==> config.mk <==
export PLATFORM = sky130hd
export DESIGN_NAME = subleq_core
export DESIGN_NICKNAME = d
export VERILOG_FILES = /design/src/rtl/subleq_pkg.sv /design/src/rtl/subleq_alu.sv /design/src/rtl/subleq_seq.sv /design/src/rtl/subleq_core.sv
export SDC_FILE = /design/constraint.sdc
export NUM_CORES = 1
export LEC_CHECK = 0
export CAP_MARGIN = 25
export CORE_UTILIZATION = 50
export DETAILED_ROUTE_END_ITERATION = 10
export PLACE_DENSITY = 0.8
export SYNTH_ARGS = -nofsm -noshare
export SYNTH_HDL_FRONTEND = slang
export SYNTH_HIERARCHICAL = 1
export SYNTH_SLANG_ARGS = --single-unit
==> constraint.sdc <==
create_clock -name clk -period 7 [get_ports clk]
set_clock_uncertainty 0.2 [all_clocks]
set_input_delay 2.1 -clock clk [delete_from_list [all_inputs] [get_ports clk]]
set_output_delay 2.1 -clock clk [all_outputs]
set_load 0.01 [all_outputs]
==> src/rtl/subleq_pkg.sv <==
package subleq_pkg;

  typedef enum logic [3:0] {
    ST_BOOT_RD,
    ST_BOOT_WR,
    ST_HOLD,
    ST_FETCH_A,
    ST_FETCH_B,
    ST_FETCH_C,
    ST_READ_A,
    ST_READ_B,
    ST_WRITE,
    ST_HALT
  } seq_st_t;

endpackage

==> src/rtl/subleq_alu.sv <==
module subleq_alu #(
  parameter int DW = 16
) (
  input  logic [DW-1:0] minuend_i,
  input  logic [DW-1:0] subtrahend_i,
  output logic [DW-1:0] diff_o,
  output logic          le_zero_o
);

  // Wrapping two's-complement difference; sign bit or all-zero means <= 0.
  always_comb begin
    diff_o    = minuend_i - subtrahend_i;
    le_zero_o = diff_o[DW-1] | (diff_o == '0);
  end

endmodule

==> src/rtl/subleq_seq.sv <==
module subleq_seq
  import subleq_pkg::*;
#(
  parameter int DW         = 16,
  parameter int AW         = 16,
  parameter int BOOT_WORDS = 8192,
  parameter int RAW        = (BOOT_WORDS > 1) ? $clog2(BOOT_WORDS) : 1
) (
  input  logic           clk,
  input  logic           rst,
  input  logic           hold_i,
  output logic [RAW-1:0] rom_addr_o,
  input  logic [DW-1:0]  rom_data_i,
  output logic [AW-1:0]  ram_addr_o,
  output logic [DW-1:0]  ram_wdata_o,
  output logic           ram_we_o,
  input  logic [DW-1:0]  ram_rdata_i,
  input  logic [DW-1:0]  diff_i,
  input  logic           le_zero_i,
  output logic [DW-1:0]  opa_o,
  output logic           halted_o
);

  localparam logic [AW-1:0] HALT_ADDR = '1;
  localparam logic [AW-1:0] BOOT_LAST = AW'(BOOT_WORDS - 1);
  localparam logic [AW-1:0] STEP      = AW'(3);

  seq_st_t       st_q;
  logic [AW-1:0] pc_q, a_q, b_q, c_q;
  logic [DW-1:0] opa_q;
  logic          halted_q;

  always_ff @(posedge clk) begin
    if (rst) begin
      st_q     <= ST_BOOT_RD;
      pc_q     <= '0;
      a_q      <= '0;
      b_q      <= '0;
      c_q      <= '0;
      opa_q    <= '0;
      halted_q <= 1'b0;
    end else begin
      unique case (st_q)
        ST_BOOT_RD: st_q <= ST_BOOT_WR;
        ST_BOOT_WR: begin
          if (pc_q == BOOT_LAST) begin
            pc_q <= '0;
            st_q <= ST_HOLD;
          end else begin
            pc_q <= pc_q + 1'b1;
            st_q <= ST_BOOT_RD;
          end
        end
        ST_HOLD:    if (!hold_i) st_q <= ST_FETCH_A;
        ST_FETCH_A: st_q <= ST_FETCH_B;
        ST_FETCH_B: begin a_q <= AW'(ram_rdata_i); st_q <= ST_FETCH_C; end
        ST_FETCH_C: begin b_q <= AW'(ram_rdata_i); st_q <= ST_READ_A;  end
        ST_READ_A:  begin c_q <= AW'(ram_rdata_i); st_q <= ST_READ_B;  end
        ST_READ_B:  begin opa_q <= ram_rdata_i;    st_q <= ST_WRITE;   end
        ST_WRITE: begin
          if (le_zero_i) begin
            pc_q <= c_q;
            if (c_q == HALT_ADDR) begin
              halted_q <= 1'b1;
              st_q     <= ST_HALT;
            end else begin
              st_q <= ST_FETCH_A;
            end
          end else begin
            pc_q <= pc_q + STEP;
            st_q <= ST_FETCH_A;
          end
        end
        ST_HALT:    st_q <= ST_HALT;
        default:    st_q <= ST_HALT;
      endcase
    end
  end

  always_comb begin
    unique case (st_q)
      ST_FETCH_B:          ram_addr_o = pc_q + AW'(1);
      ST_FETCH_C:          ram_addr_o = pc_q + AW'(2);
      ST_READ_A:           ram_addr_o = a_q;
      ST_READ_B, ST_WRITE: ram_addr_o = b_q;
      default:             ram_addr_o = pc_q;
    endcase
    ram_we_o    = (st_q == ST_BOOT_WR) || (st_q == ST_WRITE);
    ram_wdata_o = (st_q == ST_BOOT_WR) ? rom_data_i : diff_i;
  end

  assign rom_addr_o = pc_q[RAW-1:0];
  assign opa_o      = opa_q;
  assign halted_o   = halted_q;


  halt_sticky_chk: assert property (@(posedge clk) disable iff (rst)
    halted_o |=> halted_o);


  halt_quiet_chk: assert property (@(posedge clk) disable iff (rst)
    halted_o |-> !ram_we_o);


  hold_gate_chk: assert property (@(posedge clk) disable iff (rst)
    (st_q == ST_HOLD && hold_i) |=> !ram_we_o);


  boot_range_chk: assert property (@(posedge clk) disable iff (rst)
    (st_q == ST_BOOT_WR) |-> (ram_addr_o <= BOOT_LAST));


  pc_step_chk: assert property (@(posedge clk) disable iff (rst)
    (st_q == ST_WRITE && !le_zero_i) |=> (pc_q == $past(pc_q) + STEP));

endmodule

==> src/rtl/subleq_core.sv <==
module subleq_core #(
  parameter int DW         = 16,
  parameter int AW         = 16,
  parameter int BOOT_WORDS = 8192,
  parameter int RAW        = (BOOT_WORDS > 1) ? $clog2(BOOT_WORDS) : 1
) (
  input  logic           clk,
  input  logic           rst,
  input  logic           hold_i,
  output logic [RAW-1:0] rom_addr_o,
  input  logic [DW-1:0]  rom_data_i,
  output logic [AW-1:0]  ram_addr_o,
  output logic [DW-1:0]  ram_wdata_o,
  output logic           ram_we_o,
  input  logic [DW-1:0]  ram_rdata_i,
  output logic           halted_o
);

  logic [DW-1:0] diff;
  logic [DW-1:0] opa;
  logic          le_zero;

  subleq_alu #(.DW(DW)) alu_i (
    .minuend_i    (ram_rdata_i),
    .subtrahend_i (opa),
    .diff_o       (diff),
    .le_zero_o    (le_zero)
  );

  subleq_seq #(
    .DW(DW), .AW(AW), .BOOT_WORDS(BOOT_WORDS), .RAW(RAW)
  ) seq_i (
    .clk         (clk),
    .rst         (rst),
    .hold_i      (hold_i),
    .rom_addr_o  (rom_addr_o),
    .rom_data_i  (rom_data_i),
    .ram_addr_o  (ram_addr_o),
    .ram_wdata_o (ram_wdata_o),
    .ram_we_o    (ram_we_o),
    .ram_rdata_i (ram_rdata_i),
    .diff_i      (diff),
    .le_zero_i   (le_zero),
    .opa_o       (opa),
    .halted_o    (halted_o)
  );

endmodule

# Word-level counts from Yosys, hierarchy flattened
# Cells that the tools add are included.
classes:
  addsub: 4
  n_eq_ne: 11
  mux: 10
  bitwise_logic: 1
  reduce_logical: 6
op_table:
  columns: ["operator", "count"]
  rows:
  - ["16-bit case mux with 4 select lines", 1]
  - ["16-bit 2-to-1 mux", 3]
  - ["4-bit case mux with 9 select lines", 1]
  - ["16-bit by 2-bit adder with 16-bit output (second input constant)", 2]
  - ["16-bit case mux with 2 select lines", 1]
  - ["16-bit by 1-bit adder with 16-bit output (second input constant)", 1]
  - ["16-bit by 13-bit == test with 1-bit output (second input constant)", 1]
  - ["16-bit == test (second input constant)", 1]
  - ["4-bit by 3-bit == test with 1-bit output (second input constant)", 4]
  - ["16-bit zero test", 1]
  - ["16-bit subtractor", 1]
  - ["4-bit 2-to-1 mux", 3]
  - ["4-bit by 2-bit == test with 1-bit output (second input constant)", 2]
  - ["4-bit by 1-bit == test with 1-bit output (second input constant)", 1]
  - ["4-bit == test (second input constant)", 1]
  - ["4-bit zero test", 1]
  - ["3-bit AND reduction", 1]
  - ["2-bit 2-to-1 mux", 1]
  - ["2-bit inequality test (second input constant)", 1]
  - ["2-bit nonzero test", 1]
  - ["2-bit OR reduction", 1]
  - ["1-bit logical OR", 1]
  - ["1-bit bitwise OR", 1]
word_totals:
  register_bits: 85
  in_bits: 35
  output_inout_bits: 47
  elab_cells: 39

# Logic depth before layout (Yosys ltp)
logic_depth:
  depth_word: 5
  mapped_depth: 16
  depth_no_buf: 16

# Modules after synthesis
# Netlist, hierarchy kept.
modules_own_cells:
  columns: ["module", "n_inst", "cells_each", "area_per_inst_um2", "seq_area_each_um2"]
  rows:
  - ["subleq_seq", 1, 733, 5186.2, 1701.6]
  - ["subleq_alu", 1, 111, 773.2, 0.0]

# Worst setup path before layout
# OpenSTA, ideal clock, no wires.
synth_timing:
  path_type: "input to output"
  from: "input ram_rdata_i[0]"
  to: "output ram_wdata_o[14]"
  t_arrival_ps: 4241
  required_time_ps: 4700
  setup_slack_ps: 459
  stages: 12
  n_path_buf: 0
  path_cell_list: "inv_1 -> ha_1 -> fa_1 -> nand2b_1 -> a2111oi_0 -> a211oi_1 -> o22ai_1 -> o21bai_1 -> a21oi_1 -> xor2_1 -> nand2_1 -> nand2_1"
synth_via:
  elab_chain_cells: 2
synth_lines:
  columns: ["item", "line", "source"]
  rows:
  - ["from (decl)", "subleq_core.sv:15", "input logic [DW-1:0] ram_rdata_i,"]
  - ["16-bit subtractor", "subleq_alu.sv:12", "diff_o = minuend_i - subtrahend_i;"]
  - ["via diff[14]", "subleq_core.sv:19", "logic [DW-1:0] diff;"]
  - ["16-bit 2-to-1 mux", "subleq_seq.sv:89", "ram_wdata_o = (st_q == ST_BOOT_WR) ? rom_data_i : diff_i;"]
  - ["to (decl)", "subleq_core.sv:13", "output logic [DW-1:0] ram_wdata_o,"]
# The timed path passes the listed nets, and every way through them passes these cells.

# Worst setup path in the final report
layout_timing:
  from: "input ram_rdata_i[2]"
  to: "output ram_wdata_o[9]"
# Same word-level chain as after synthesis.

==> impl_metrics.env <==
export IMPL_worstReg2RegEnd="seq_i/st_q[3]"
export IMPL_ir_drop_mv=0.1277
export IMPL_status="complete, but fails checks"
export IMPL_clkTransAtPathRegs_ps=60
export IMPL_synth_simple_area_share=0.2822
export IMPL_syn_area_per_cell_um2=7.061
export IMPL_placed_area_um2=6964
export IMPL_viasPerCell=6.212
export IMPL_hold_depth=2
export IMPL_layout_commonest_cell="nand2_1"
export IMPL_die_h_um=111.2
export IMPL_slew_headroom=0.3425
export IMPL_start_kind="primary input"
export IMPL_muxShareOfSynthArea=0.008608
export IMPL_crit_path_top_delay_cell="clkdlybuf4s50_1"
export IMPL_ant_nets=0
export IMPL_layout_common_cells="nand2_1 (217), a21oi_1 (95), dfxtp_1 (85)"
export IMPL_drv_cap=0
export IMPL_die_area_um2=12360
export IMPL_finalSetupViolations=0
export IMPL_vias=6622
export IMPL_wl_mm=19.32
export IMPL_synth_compound_area_frac=0.2477
export IMPL_clk_latency_ps=340
export IMPL_core_um2=11520
export IMPL_crit_chain="clkdlybuf4s50_1 > ha_4 > buf_4 > o2111ai_2 > a21oi_1 > nand2b_1 > o21ai_0 > xnor2_1 > nand2_1 > nand2_1 > clkdlybuf4s50_1"
export IMPL_cp_arrival_ps=4600
export IMPL_worstPathBufferInverterCount=3
export IMPL_clock_fmax_mhz=144.8
export IMPL_cpLargestDelayFamily="buffers and inverters"
export IMPL_drc=11
export IMPL_synthToLayoutAreaGrowth_pct=24.44
export IMPL_root_buffer="clkbuf_16"
export IMPL_synth_seq_cells=85
export IMPL_gr_total_overflow=0
export IMPL_yosysWarnings=6
export IMPL_yosys_area_top_type="dfxtp_1"
export IMPL_post_drt_wl_per_cell_um=18.13
export IMPL_synth_area_um2=5959
export IMPL_period_share=0.9864
export IMPL_synth_cell_type_count=78
export IMPL_synth_top_area_share=0.2855
export IMPL_drt_iter0_markers=737
export IMPL_grt_pass1_wl_mm=30.38
export IMPL_clockBufferDepth=2
export IMPL_routabilityCongestion=0.9762
export IMPL_required_ps=4700
export IMPL_syn_nets=899
export IMPL_ios=82
export IMPL_cts_buffers=9
export IMPL_hold_slack_ps=254.8
export IMPL_worst_pin_slew_ps=982.1
export IMPL_drt_first_pass_iters=9
export IMPL_synthAdderAreaFrac=0.04325
export IMPL_ys_flop_type="dfxtp_1"
export IMPL_dp_hpwl_mm=13.23
export IMPL_die_w_um=111.2
export IMPL_min_to="seq_i/opa_o[4]"
export IMPL_final_net_count=973
export IMPL_num_rows=39
export IMPL_crit_fanout=3
export IMPL_synthArstFlopShare=0
export IMPL_leakage_nw=2.650
export IMPL_hp_start="seq_i/opa_o[4]"
export IMPL_track_usage=0.3084
export IMPL_synth_edf_count=0
export IMPL_cts_sinks=85
export IMPL_tritoncts="yes"
export IMPL_synth_area_top_cells="dfxtp_1 (29%), nand2_1 (14%), a21oi_1 (8.1%), ha_1 (4.0%), nor2_1 (3.1%)"
export IMPL_final_min_clock_period_ps=6905
export IMPL_grt_max_degree=67
export IMPL_cpPeakStageDelay_ps=540
export IMPL_htreeDepth=3
export IMPL_end_kind="output pin"
export IMPL_hold_viol_final=0
export IMPL_r2r_setup_slack_ps=2570
export IMPL_pwr_density_cell_nw_per_um2=162.0
export IMPL_r2r_cells=17
export IMPL_yosysSeqAreaShare=0.2855
export IMPL_antenna_found_initial=0
export IMPL_synth_xor_area_share=0.04703
export IMPL_drive_gt1_frac=0.1203
export IMPL_grt_pass1_vias=5875
export IMPL_initial_core_util=0.5175
export IMPL_final_cell_area_um2=7416
export IMPL_hold_path_class="flop to flop"
export IMPL_io_buffers=81
export IMPL_rr_startpoint="seq_i/opa_o[3]"
export IMPL_synth_top_family_by_area="simple AND/OR/NAND/NOR gates"
export IMPL_violations="DRC"
export IMPL_diodes=0
export IMPL_crit_type="primary input to output pin"
export IMPL_drv_slew=0
export IMPL_syn_inst=844
[logic make-up after synthesis]
kind of cell,count (synthesis)
multiplexers,5
flip-flops,85
XOR/XNOR,32
adder cells (fa/ha/maj),20
AO/OA/AOI/OAI,231
buffers and inverters,108
AND/OR/NAND/NOR,363
[routing by layer]
metal,GRT usage,vias up,part of all wire
met4,0.1369,0,0.050
met2,0.5113,371,0.47
met3,0.04757,80,0.091
met1,0.3950,3051,0.39
li1,-,3120,-
met5,0,-,0
[synthesized netlist by cell type, drive strengths merged (10+ instances only)]
| cell | number |
|---|---|
| a211oi | 10 |
| a21oi | 98 |
| a31oi | 13 |
| buf | 43 |
| clkbuf | 32 |
| dfxtp | 85 |
| ha | 19 |
| inv | 32 |
| nand2 | 218 |
| nand3 | 13 |
| nand4 | 11 |
| nor2 | 49 |
| nor3 | 20 |
| nor4 | 13 |
| o211ai | 11 |
| o21ai | 35 |
| xnor2 | 15 |
| xor2 | 17 |
[what timing repair did]
| action | in CTS | in global routing |
|---|---|---|
| resized for setup | 24 | 12 |
| hold buffers | 0 | 0 |
| setup endpoints to repair | 9 | 6 |
| gates cloned | 0 | 0 |
| setup buffers | 7 | 3 |
| pin swaps | 10 | 10 |
[worst min-delay path, cell delays in order, from the launching register on]
cell and delay (ps):
dfxtp_1 310, nand2_1 50, a21oi_1 50
[registers in the layout, summed over array words and instances, names as in the netlist]
register and count:
seq_i/a_q 16, seq_i/b_q 16, seq_i/c_q 16, seq_i/halted_o 1
seq_i/opa_o 16, seq_i/pc_q 16, seq_i/st_q 4
[layout make-up]
| cell class | count | area (µm²) |
|---|---|---|
| fillers | 1016 | 4100 |
| well taps | 143 | 178.9 |
| clock buffers | 10 | 229.0 |
| clock inverters | 6 | 53.80 |
| flip-flops and latches | 85 | 1702 |
| repair buffers | 138 | 1266 |
| inverters | 33 | 123.9 |
| multi-input cells | 651 | 3862 |
[worst max path at each step]
| stage | startpoint | endpoint | slack, ps | cells after the start |
|---|---|---|---|---|
| 2_1_floorplan | ram_rdata_i[0] | ram_wdata_o[14] | 460 | 12 |
| 3_3_place_gp | ram_rdata_i[0] | ram_wdata_o[14] | -680 | 14 |
| 3_5_place_dp | ram_rdata_i[0] | ram_wdata_o[14] | -780 | 14 |
| 4_1_cts | ram_rdata_i[7] | ram_wdata_o[12] | 50 | 15 |
| 5_1_grt | ram_rdata_i[2] | ram_wdata_o[9] | -2 | 11 |
| 6_report | ram_rdata_i[2] | ram_wdata_o[9] | 100 | 11 |
[stage by stage]
stage               setup TNS, ps  power [mW]  setup WS [ps]    util  cells
finish                          0       1.202          95.42  0.6440   1066
global route               -1.579       1.246         -1.579  0.6440   1066
CTS                             0       1.199          54.50  0.6364   1062
detailed placement          -3149      0.7404         -780.4  0.6047   1039
global placement            -2813      0.7395         -675.5  0.6023   1038
floorplan                       0      0.6323          458.5       -    844
[power breakdown]
part | leakage [nW] | internal (mW) | total [mW] | switching [mW]
Sequential | 0.686 | 0.489 | 0.509 | 0.0199
Clock | 0.136 | 0.248 | 0.459 | 0.211
Combinational | 1.83 | 0.119 | 0.234 | 0.115
No activity file was read; power rests on OpenSTA's default activity.
